===== config.mk =====
export PLATFORM = sky130hd
export DESIGN_NAME = sd_clk_gen
export DESIGN_NICKNAME = d
export VERILOG_FILES = /design/src/rtl/sdclk_pkg.sv /design/src/rtl/sdclk_ctl_reg.sv /design/src/rtl/sdclk_div.sv /design/src/rtl/sd_clk_gen.sv
export SDC_FILE = /design/constraint.sdc
export NUM_CORES = 1
export LEC_CHECK = 0
export BUFFER_PORTS_ARGS = -buffer_cell sky130_fd_sc_hd__buf_2
export CORE_MARGIN = 2
export CORE_UTILIZATION = 49
export CTS_BUF_LIST = sky130_fd_sc_hd__clkbuf_4
export CTS_CLUSTER_DIAMETER = 60
export DETAILED_ROUTE_END_ITERATION = 8
export HOLD_SLACK_MARGIN = 0.15
export PLACE_DENSITY = 0.78
export SLEW_MARGIN = 10
export SYNTH_ARGS = -nofsm -noshare
export SYNTH_HDL_FRONTEND = slang
export SYNTH_SLANG_ARGS = --single-unit

===== constraint.sdc =====
create_clock -name clk -period 1.2 [get_ports clk]
set_clock_uncertainty 0.05 [all_clocks]
set_input_delay 0.24 -clock clk [delete_from_list [all_inputs] [get_ports clk]]
set_output_delay 0.24 -clock clk [all_outputs]
set_load 0.01 [all_outputs]

===== src/rtl/sdclk_pkg.sv =====
package sdclk_pkg;
  // Control word bit positions; the select byte starts at bit 0.
  localparam int unsigned EN_POS      = 8;
  localparam int unsigned AUTO_POS    = 9;
  localparam int unsigned DIV1_POS    = 10;
  localparam int unsigned DIV1024_POS = 16;

  typedef struct packed {
    logic en;
    logic auto_stop;
    logic div1;
    logic div1024;
  } ctl_flags_t;
endpackage


===== src/rtl/sdclk_ctl_reg.sv =====
module sdclk_ctl_reg
  import sdclk_pkg::*;
#(
  parameter int unsigned CTL_W       = 32,
  parameter int unsigned SEL_W       = 8,
  parameter bit          EXT_DIV1024 = 1'b1,
  localparam int unsigned HP_W       = SEL_W + 1
) (
  input  logic            clk,
  input  logic            rst_n,
  input  logic            wr,
  input  logic [CTL_W-1:0] wdata,
  input  logic            bus_busy,
  output logic            run,
  output logic            cfg_byp,
  output logic [HP_W-1:0] cfg_hp_m1
);
  ctl_flags_t       flags_q, flags_n;
  logic [SEL_W-1:0] sel_q, sel_n;
  logic             big_div;

  always_comb begin
    flags_n = flags_q;
    sel_n   = sel_q;
    if (wr) begin
      flags_n.en        = wdata[EN_POS];
      flags_n.auto_stop = wdata[AUTO_POS];
      flags_n.div1      = wdata[DIV1_POS];
      flags_n.div1024   = wdata[DIV1024_POS];
      sel_n             = wdata[SEL_W-1:0];
    end
  end

  always_ff @(posedge clk or negedge rst_n) begin
    if (!rst_n) begin
      flags_q <= '0;
      sel_q   <= '0;
    end else begin
      flags_q <= flags_n;
      sel_q   <= sel_n;
    end
  end

  generate
    if (EXT_DIV1024) begin : g_ext
      assign big_div = flags_q.div1024;
    end else begin : g_base
      assign big_div = 1'b0;
    end
  endgenerate

  // Priority: pass-through, then /1024, then highest select bit, else /2.
  always_comb begin
    cfg_hp_m1 = '0;
    for (int i = 0; i < int'(SEL_W); i++) begin
      if (sel_q[i]) cfg_hp_m1 = HP_W'((2 ** (i + 1)) - 1);
    end
    if (big_div) cfg_hp_m1 = {HP_W{1'b1}};
    cfg_byp = flags_q.div1;
  end

  assign run = flags_q.en && !(flags_q.auto_stop && !bus_busy);
endmodule


===== src/rtl/sdclk_div.sv =====
module sdclk_div #(
  parameter int unsigned HP_W = 9
) (
  input  logic            clk,
  input  logic            rst_n,
  input  logic            run,
  input  logic            cfg_byp,
  input  logic [HP_W-1:0] cfg_hp_m1,
  output logic            div_q,
  output logic            byp_gate,
  output logic            act_byp,
  output logic [HP_W-1:0] act_hp_m1,
  output logic [HP_W-1:0] cnt
);
  logic            div_n, act_byp_n, stopped, cnt_en;
  logic [HP_W-1:0] cnt_n, act_hp_n;

  assign stopped = !run && !div_q && !byp_gate;
  assign cnt_en  = div_q || (run && !act_byp);

  always_comb begin
    div_n     = div_q;
    cnt_n     = '0;
    act_byp_n = act_byp;
    act_hp_n  = act_hp_m1;
    if (cnt_en) begin
      if (cnt == act_hp_m1) begin
        div_n = !div_q;
      end else begin
        cnt_n = cnt + 1'b1;
      end
    end
    if (stopped) begin
      act_byp_n = cfg_byp;
      act_hp_n  = cfg_hp_m1;
    end
  end

  always_ff @(posedge clk or negedge rst_n) begin
    if (!rst_n) begin
      div_q     <= 1'b0;
      cnt       <= '0;
      act_byp   <= 1'b0;
      act_hp_m1 <= '0;
    end else begin
      div_q     <= div_n;
      cnt       <= cnt_n;
      act_byp   <= act_byp_n;
      act_hp_m1 <= act_hp_n;
    end
  end

  // Pass-through gate only changes while the base clock is low.
  always_ff @(negedge clk or negedge rst_n) begin
    if (!rst_n) byp_gate <= 1'b0;
    else        byp_gate <= run && act_byp;
  end
endmodule


===== src/rtl/sd_clk_gen.sv =====
module sd_clk_gen #(
  parameter int unsigned CTL_W       = 32,
  parameter int unsigned SEL_W       = 8,
  parameter bit          EXT_DIV1024 = 1'b1
) (
  input  logic             clk,
  input  logic             rst_n,
  input  logic             ctl_wr,
  input  logic [CTL_W-1:0] ctl_wdata,
  input  logic             bus_busy,
  output logic             sd_clk
);
  localparam int unsigned HP_W = SEL_W + 1;

  logic [1:0]      rst_sync;
  logic            rst_n_s;
  logic            run, cfg_byp, div_q, byp_gate, act_byp;
  logic [HP_W-1:0] cfg_hp_m1, act_hp_m1, cnt;

  always_ff @(posedge clk or negedge rst_n) begin
    if (!rst_n) rst_sync <= 2'b00;
    else        rst_sync <= {rst_sync[0], 1'b1};
  end
  assign rst_n_s = rst_sync[1];

  sdclk_ctl_reg #(
    .CTL_W(CTL_W), .SEL_W(SEL_W), .EXT_DIV1024(EXT_DIV1024)
  ) u_reg (
    .clk(clk), .rst_n(rst_n_s), .wr(ctl_wr), .wdata(ctl_wdata),
    .bus_busy(bus_busy), .run(run), .cfg_byp(cfg_byp), .cfg_hp_m1(cfg_hp_m1)
  );

  sdclk_div #(.HP_W(HP_W)) u_div (
    .clk(clk), .rst_n(rst_n_s), .run(run), .cfg_byp(cfg_byp),
    .cfg_hp_m1(cfg_hp_m1), .div_q(div_q), .byp_gate(byp_gate),
    .act_byp(act_byp), .act_hp_m1(act_hp_m1), .cnt(cnt)
  );

  assign sd_clk = (clk && byp_gate) || div_q;
endmodule


==> results of run 1 <==
## worst max-delay path, delay by kind of cell, from the launching register on
kind	cells	cell delay [ns]
DFF	1	0.44
AOI/OAI and AO/OA	1	0.13
buffers and inverters	1	0.13
## repair_timing
item                                    4_1_cts  5_1_grt
gates cloned                                  0        0
endpoints found under the setup margin       22       22
hold buffers                                 15        0
resized for setup                             5        5
hold endpoints to repair                     14        0
pin swaps                                     3        2
buffers inserted                              3        2
## per-layer routing
metal,global-route usage [%],routed length [um],up-vias
li1,-,-,561
met1,26.8,1480,608
met2,40.3,2050,53
met3,9.61,192,22
met4,11.7,235,0
met5,0,0,-
## layout by cell type (no fill, tap or decap), types with 2 or more instances in the layout
cell type,synthesis,routed
a21oi_1,4,3
a31oi_1,2,2
buf_2,1,16
buf_4,0,29
buf_6,0,3
clkbuf_4,0,10
dfrtp_1,34,33
dlygate4sd3_1,0,15
inv_1,2,2
mux2_2,16,12
mux2_4,0,4
nand2_1,6,6
nand3_1,4,4
nor2_1,21,21
nor3_1,4,3
xnor2_1,14,14
xor2_1,2,2
## worst min path at each step
| stage | cells past startpoint | from | endpoint |
|---|---|---|---|
| after global routing | 1 | rst_sync[1] | u_reg.sel_q[5] |
| after detailed placement | 1 | rst_n | rst_sync[0] |
| final | 1 | rst_sync[1] | u_reg.sel_q[2] |
| after CTS | 1 | rst_sync[1] | u_reg.sel_q[2] |
| after floorplan | 0 | rst_n | rst_sync[0] |
| after global placement | 1 | rst_n | rst_sync[0] |
## cell families (layout without fill, tap and decap cells)
| group | Yosys count | after routing | synth area share (%) |
|---|---|---|---|
| compound gates | 10 | 10 | 4.94 |
| xor+xnor | 16 | 16 | 9.37 |
| fa+ha+maj | 1 | 1 | 0.837 |
| buf+inv | 4 | 76 | 1.09 |
| flops | 35 | 35 | 58.6 |
| mux | 16 | 16 | 12.1 |
| other cells | 1 | 1 | 0.251 |
| simple gates | 42 | 42 | 12.9 |
## power groups by stage
stage	sequential, uW	combinational [uW]	clock [uW]
after floorplan	1370	205	13.7
after global placement	1360	363	20.4
after detailed placement	1370	385	20.4
after CTS	1340	472	851
after global routing	1360	578	924
final	1350	542	850
## sequential cells by signal, summed over array words and instances, names as in the netlist
signal	flops
u_div.div_q	1
u_reg.sel_q	8
u_reg.big_div	1
u_reg.flags_q	2
rst_sync	2
u_reg.cfg_byp	1
u_div.act_byp	1
u_div.byp_gate	1
u_div.cnt	9
u_div.act_hp_m1	9
## through the flow
stage / cell area (sq um) / cells / util (%)
4_1_cts: 2100 / 228 / 70.4
2_1_floorplan: 1510 / 125 / -
3_5_place_dp: 1820 / 199 / 61.3
5_1_grt: 2130 / 230 / 71.7
3_3_place_gp: 1820 / 199 / 61.3
6_report: 2130 / 230 / 71.7
## cell type report
type	instances	area (sq um)	area share [%]
clock buffers	11	80.1	3.75
clock inverters	1	5.00	0.234
inverters	2	7.51	0.352
multi-input cells	86	647	30.3
flip-flops and latches	35	877	41.1
well taps	33	41.3	1.93
repair buffers	62	477	22.3
==> key figures, run 1 <==
Detailed routing
  • WL/cell: 17.2 um
  • Drt drc: 0
  • Initial drt markers: 34
  • Routed vias: 1244
  • Vias per inst: 5.41
  • Detailed Route WL: 3960 um
  • Drt pass-1 iters: 4
  • Antenna Nets Post-Route: 0

Yosys
  • Flops & latches, synth: 35
  • Area of the mapped netlist: 0.00150 sq mm
  • EDFF count, synth: 0
  • Syn Nets: 162
  • Commonest cells in the netlist: dfrtp_1, nor2_1, mux2_2, xnor2_1, nand2_1
  • Seq/Total Area, Yosys: 58.6%
  • Synth Instances: 125
  • Synth Flop Type: dfrtp_1
  • Area leader, netlist: dfrtp_1
  • Synth async-reset ratio: 100%
  • Avg Inst Size Synth: 12.0 sq um
  • Most area-consuming cells after synthesis: dfrtp_1, mux2_2, xnor2_1
  • Synth warn: 0
  • Leading cell type by number of instances after synthesis: dfrtp_1
  • Share of Yosys cell area claimed by the top area cell type: 56.9%
  • Yosys cell types: 27

Power and ir drop
  • Switching Share: 27.5%
  • Pwr dens: 1290 mW/mm^2
  • Part of the power in registers: 49.3%
  • Clk pwr share: 31.0%
  • Combinational share of power: 19.7%
  • Maximum vdd ir drop: 0.972 mV
  • Leakage: 0.000956 uW
  • Power, Total: 2750 uW
  • Pint: 1990 uW
  • Psw: 755 uW

Timing
  • Final-report setup violation count: 22
  • Max-slew violations: 0
  • RSZ-0062 raised after global routing: yes
  • Setup ws final: -0.848 ns
  • Final Hold Vio Count: 0
  • Hold_ws: 0.199 ns
  • Setup TNS Final: -11.10 ns

Critical path
  • CP required: 0.91 ns
  • Critical Path Fanout Max: 2
  • CP endpoint kind: output pin
  • Flop2flop setup slack: -0.81 ns
  • Slowest-stage cell, CP: dfrtn_1
  • Reg-to-reg endpoint: u_div.act_hp_m1[6]
  • Critical path cell sequence: a21o_1, buf_2
  • Slowest cell delay on critical path: 0.44 ns
  • Worst setup endpoint: sd_clk
  • Source of the worst register-to-register timing path: u_div.byp_gate
  • Crit path arrival time: 1.76 ns
  • Kind of start point of the critical path: flip-flop
  • Worst setup startpoint: u_div.byp_gate
  • Worst Reg-to-Reg Cells: 6
  • Crit Path Class: reg2out

Floorplan
  • I/O pin count: 37
  • Die W: 59.2 um
  • Die area: 0.00351 sq mm
  • Core Box Area: 0.00298 sq mm
  • Die Height: 59.2 um
  • Starting Density: 50.2%
  • Row count: 20

Hold path
  • Hold Path Class: reg2async

Cells and area
  • Synth-to-Final Area Change: 42.8%
  • Layout cells sized above 1: 42.1%
  • Nets: 233
  • Fill cell count: 166
  • Antenna Cells: 0

Placement
  • Post-Place Setup Slack: -0.621 ns
  • Placer Congestion: 0.734
  • Detail Placement HPWL: 2210 um
  • IO Port Bufs: 16

Job
  • Max Cap Violations: 0

Outcome
  • Status: finished, violations left
  • Failing checks: setup timing

GRT
  • Remaining Overflow, GRT: 0
  • Initial antenna violation count: 0
  • Total track usage: 24.2%
  • First-pass GRT wire length: 6000 um
  • Largest net degree at the start of global routing: 20
  • Vias in the first global route: 1265

Clock network
  • Clock slew seen by the registers of the worst setup and hold paths: 0.10 ns
  • Worst skew pair latency: 0.47 ns
  • CTS tree: done
No activity file was read; power rests on OpenSTA's default activity.
==> run 2: changes to the inputs <==
Settings changed: ABC_CLOCK_PERIOD_IN_PS set to 1200, CTS_CLUSTER_SIZE set to 28, REMOVE_ABC_BUFFERS set to 1.
==> run 2 against run 1 <==
- the run still ends with setup timing left
- sequential power about the same
- clock-buffer cell count down 2
- first-iteration DRC count unchanged
- non-clock buffer count up 1
==> key figures, run 2 (synthesis gave the netlist of run 1 again) <==
Outcome
  • Status: finished, violations left
  • Failing checks: setup timing

Timing
  • Final Hold Vio Count: 0
  • Max-slew violations: 0
  • Final-report setup violation count: 22
  • RSZ-0062 raised after global routing: yes
  • Setup ws final: -0.815 ns

Cells and area
  • Antenna Cells: 0
  • Largest registers: u_div.act_hp_m1 x9, u_div.cnt x9, u_reg.sel_q x8
  • Post-Route Utilization: 74.4%
  • Multi-input logic area: 666 sq um
  • Layout cells sized above 1: 45.5%
  • Fill cell count: 158
  • Register area: 876 sq um
  • Most frequent cells in the layout: dfrtp_1, buf_4, buf_2
  • Post-route cell area: 0.00221 sq mm
  • Most common cell after layout, fill and taps aside: dfrtp_1
  • Nets: 234
  • Synth-to-Final Area Change: 48.1%
  • Final Non-Filler Cells: 231

Critical path
  • CP endpoint kind: output pin
  • Critical path cell sequence: a21o_1, buf_2
  • Source of the worst register-to-register timing path: u_div.byp_gate
  • Worst setup startpoint: u_div.byp_gate
  • CP required: 0.91 ns
  • Slowest-stage cell, CP: dfrtn_1
  • Crit Path Class: reg2out
  • Critical Path Fanout Max: 2
  • Kind of start point of the critical path: flip-flop
  • Crit path arrival time: 1.72 ns
  • Slowest cell delay on critical path: 0.43 ns

Placement
  • Cell count after placement: 198
  • Post-place instance area: 0.00180 sq mm
  • IO Port Bufs: 16
  • Detail Placement HPWL: 2100 um
  • Post-Place Setup Slack: -0.680 ns
  • Placer Congestion: 0.744

Floorplan
  • Die Height: 59.2 um
  • Row count: 20
  • Die W: 59.2 um
  • Core Box Area: 0.00298 sq mm
  • Starting Density: 50.2%
  • Die area: 0.00351 sq mm
  • I/O pin count: 37

Power and ir drop
  • Pwr dens: 1450 mW/mm^2
  • Maximum vdd ir drop: 1.15 mV
  • Power, Total: 3200 uW
  • Leakage: 0.000975 uW

GRT
  • Vias in the first global route: 1434
  • Total track usage: 28.4%
  • GR peak layer: met2
  • Initial antenna violation count: 0
  • Grt met3 use: 11.8%
  • Met2 Use GR: 45.7%
  • Remaining Overflow, GRT: 0
  • Largest net degree at the start of global routing: 33
  • Met1 global-route usage: 28.3%
  • First-pass GRT wire length: 6770 um

Detailed routing
  • Vias per inst: 5.51
  • Detailed Route WL: 4040 um
  • WL/cell: 17.5 um
  • Drt drc: 0
  • Antenna Nets Post-Route: 0
  • Initial drt markers: 34
  • Drt pass-1 iters: 4
  • Routed vias: 1272

Job
  • Max Cap Violations: 0

Clock network
  • Worst skew pair latency: 0.47 ns
  • CTS tree: done
  • Clock slew seen by the registers of the worst setup and hold paths: 0.12 ns

Hold path
  • Hold Path Class: reg2async
run 2: cell types whose count changed in the layout (fill, tap and decap cells not counted), sizes merged:
| cell | delta |
|---|---|
| clkinv | -1 |
| buf | +1 |
| clkbuf | -2 |
| clkinvlp | +1 |
| bufinv | +2 |
run 2: final timing paths:
path,endpoint,slack [ns],cells after the start
min in group clk,rst_sync[1],0.32,0
worst max-delay path,sd_clk,-0.81,2
max in group asynchronous,rst_sync[0],0.41,3
worst min register to register,u_reg.sel_q[2],0.30,1
worst min-delay path,u_reg.sel_q[2],0.30,1
worst max register to register,u_div.act_hp_m1[8],-0.74,4
run 2: what timing repair did:
action | in CTS | in global routing
cloned | 1 | 0
endpoints found under the hold margin | 14 | 0
pin swaps | 10 | 1
hold buffers | 15 | 0
buffers inserted | 5 | 1
gates resized for setup | 11 | 13
endpoints found under the setup margin | 22 | 22
run 2: per-layer routing:
layer / up-vias / wire [um]
li1: 566 / -
met1: 615 / 1490
met2: 57 / 2070
met3: 34 / 197
met4: 0 / 286
met5: - / 0
run 2: cell type report:
type / count / area share, %
Clock buffer: 9 / 2.94
Clock inverter: 3 / 3.05
Tap cell: 33 / 1.86
Timing Repair Buffer: 63 / 22.2
Multi-Input combinational cell: 86 / 30.1
Inverter: 2 / 0.339
Sequential cell: 35 / 39.5
run 2: worst max-delay path: cells and delay by family, from the launching register on:
kind	cells	cell delay (ns)
DFF	1	0.43
AOI/OAI and AO/OA	1	0.12
buffers and inverters	1	0.12
run 2: where the power goes:
part	internal, uW	switching (uW)
clock	772	518
combinational	330	232
sequential	1280	77.6
total	2380	827
run 2: metrics by stage:
step / TNS (ns) / hold WS, ns
6_report: -11.28 / 0.303
5_1_grt: -12.30 / 0.326
4_1_cts: -10.38 / 0.324
3_5_place_dp: -9.15 / -0.0212
3_3_place_gp: -7.76 / -0.0232
2_1_floorplan: -10.74 / -0.106
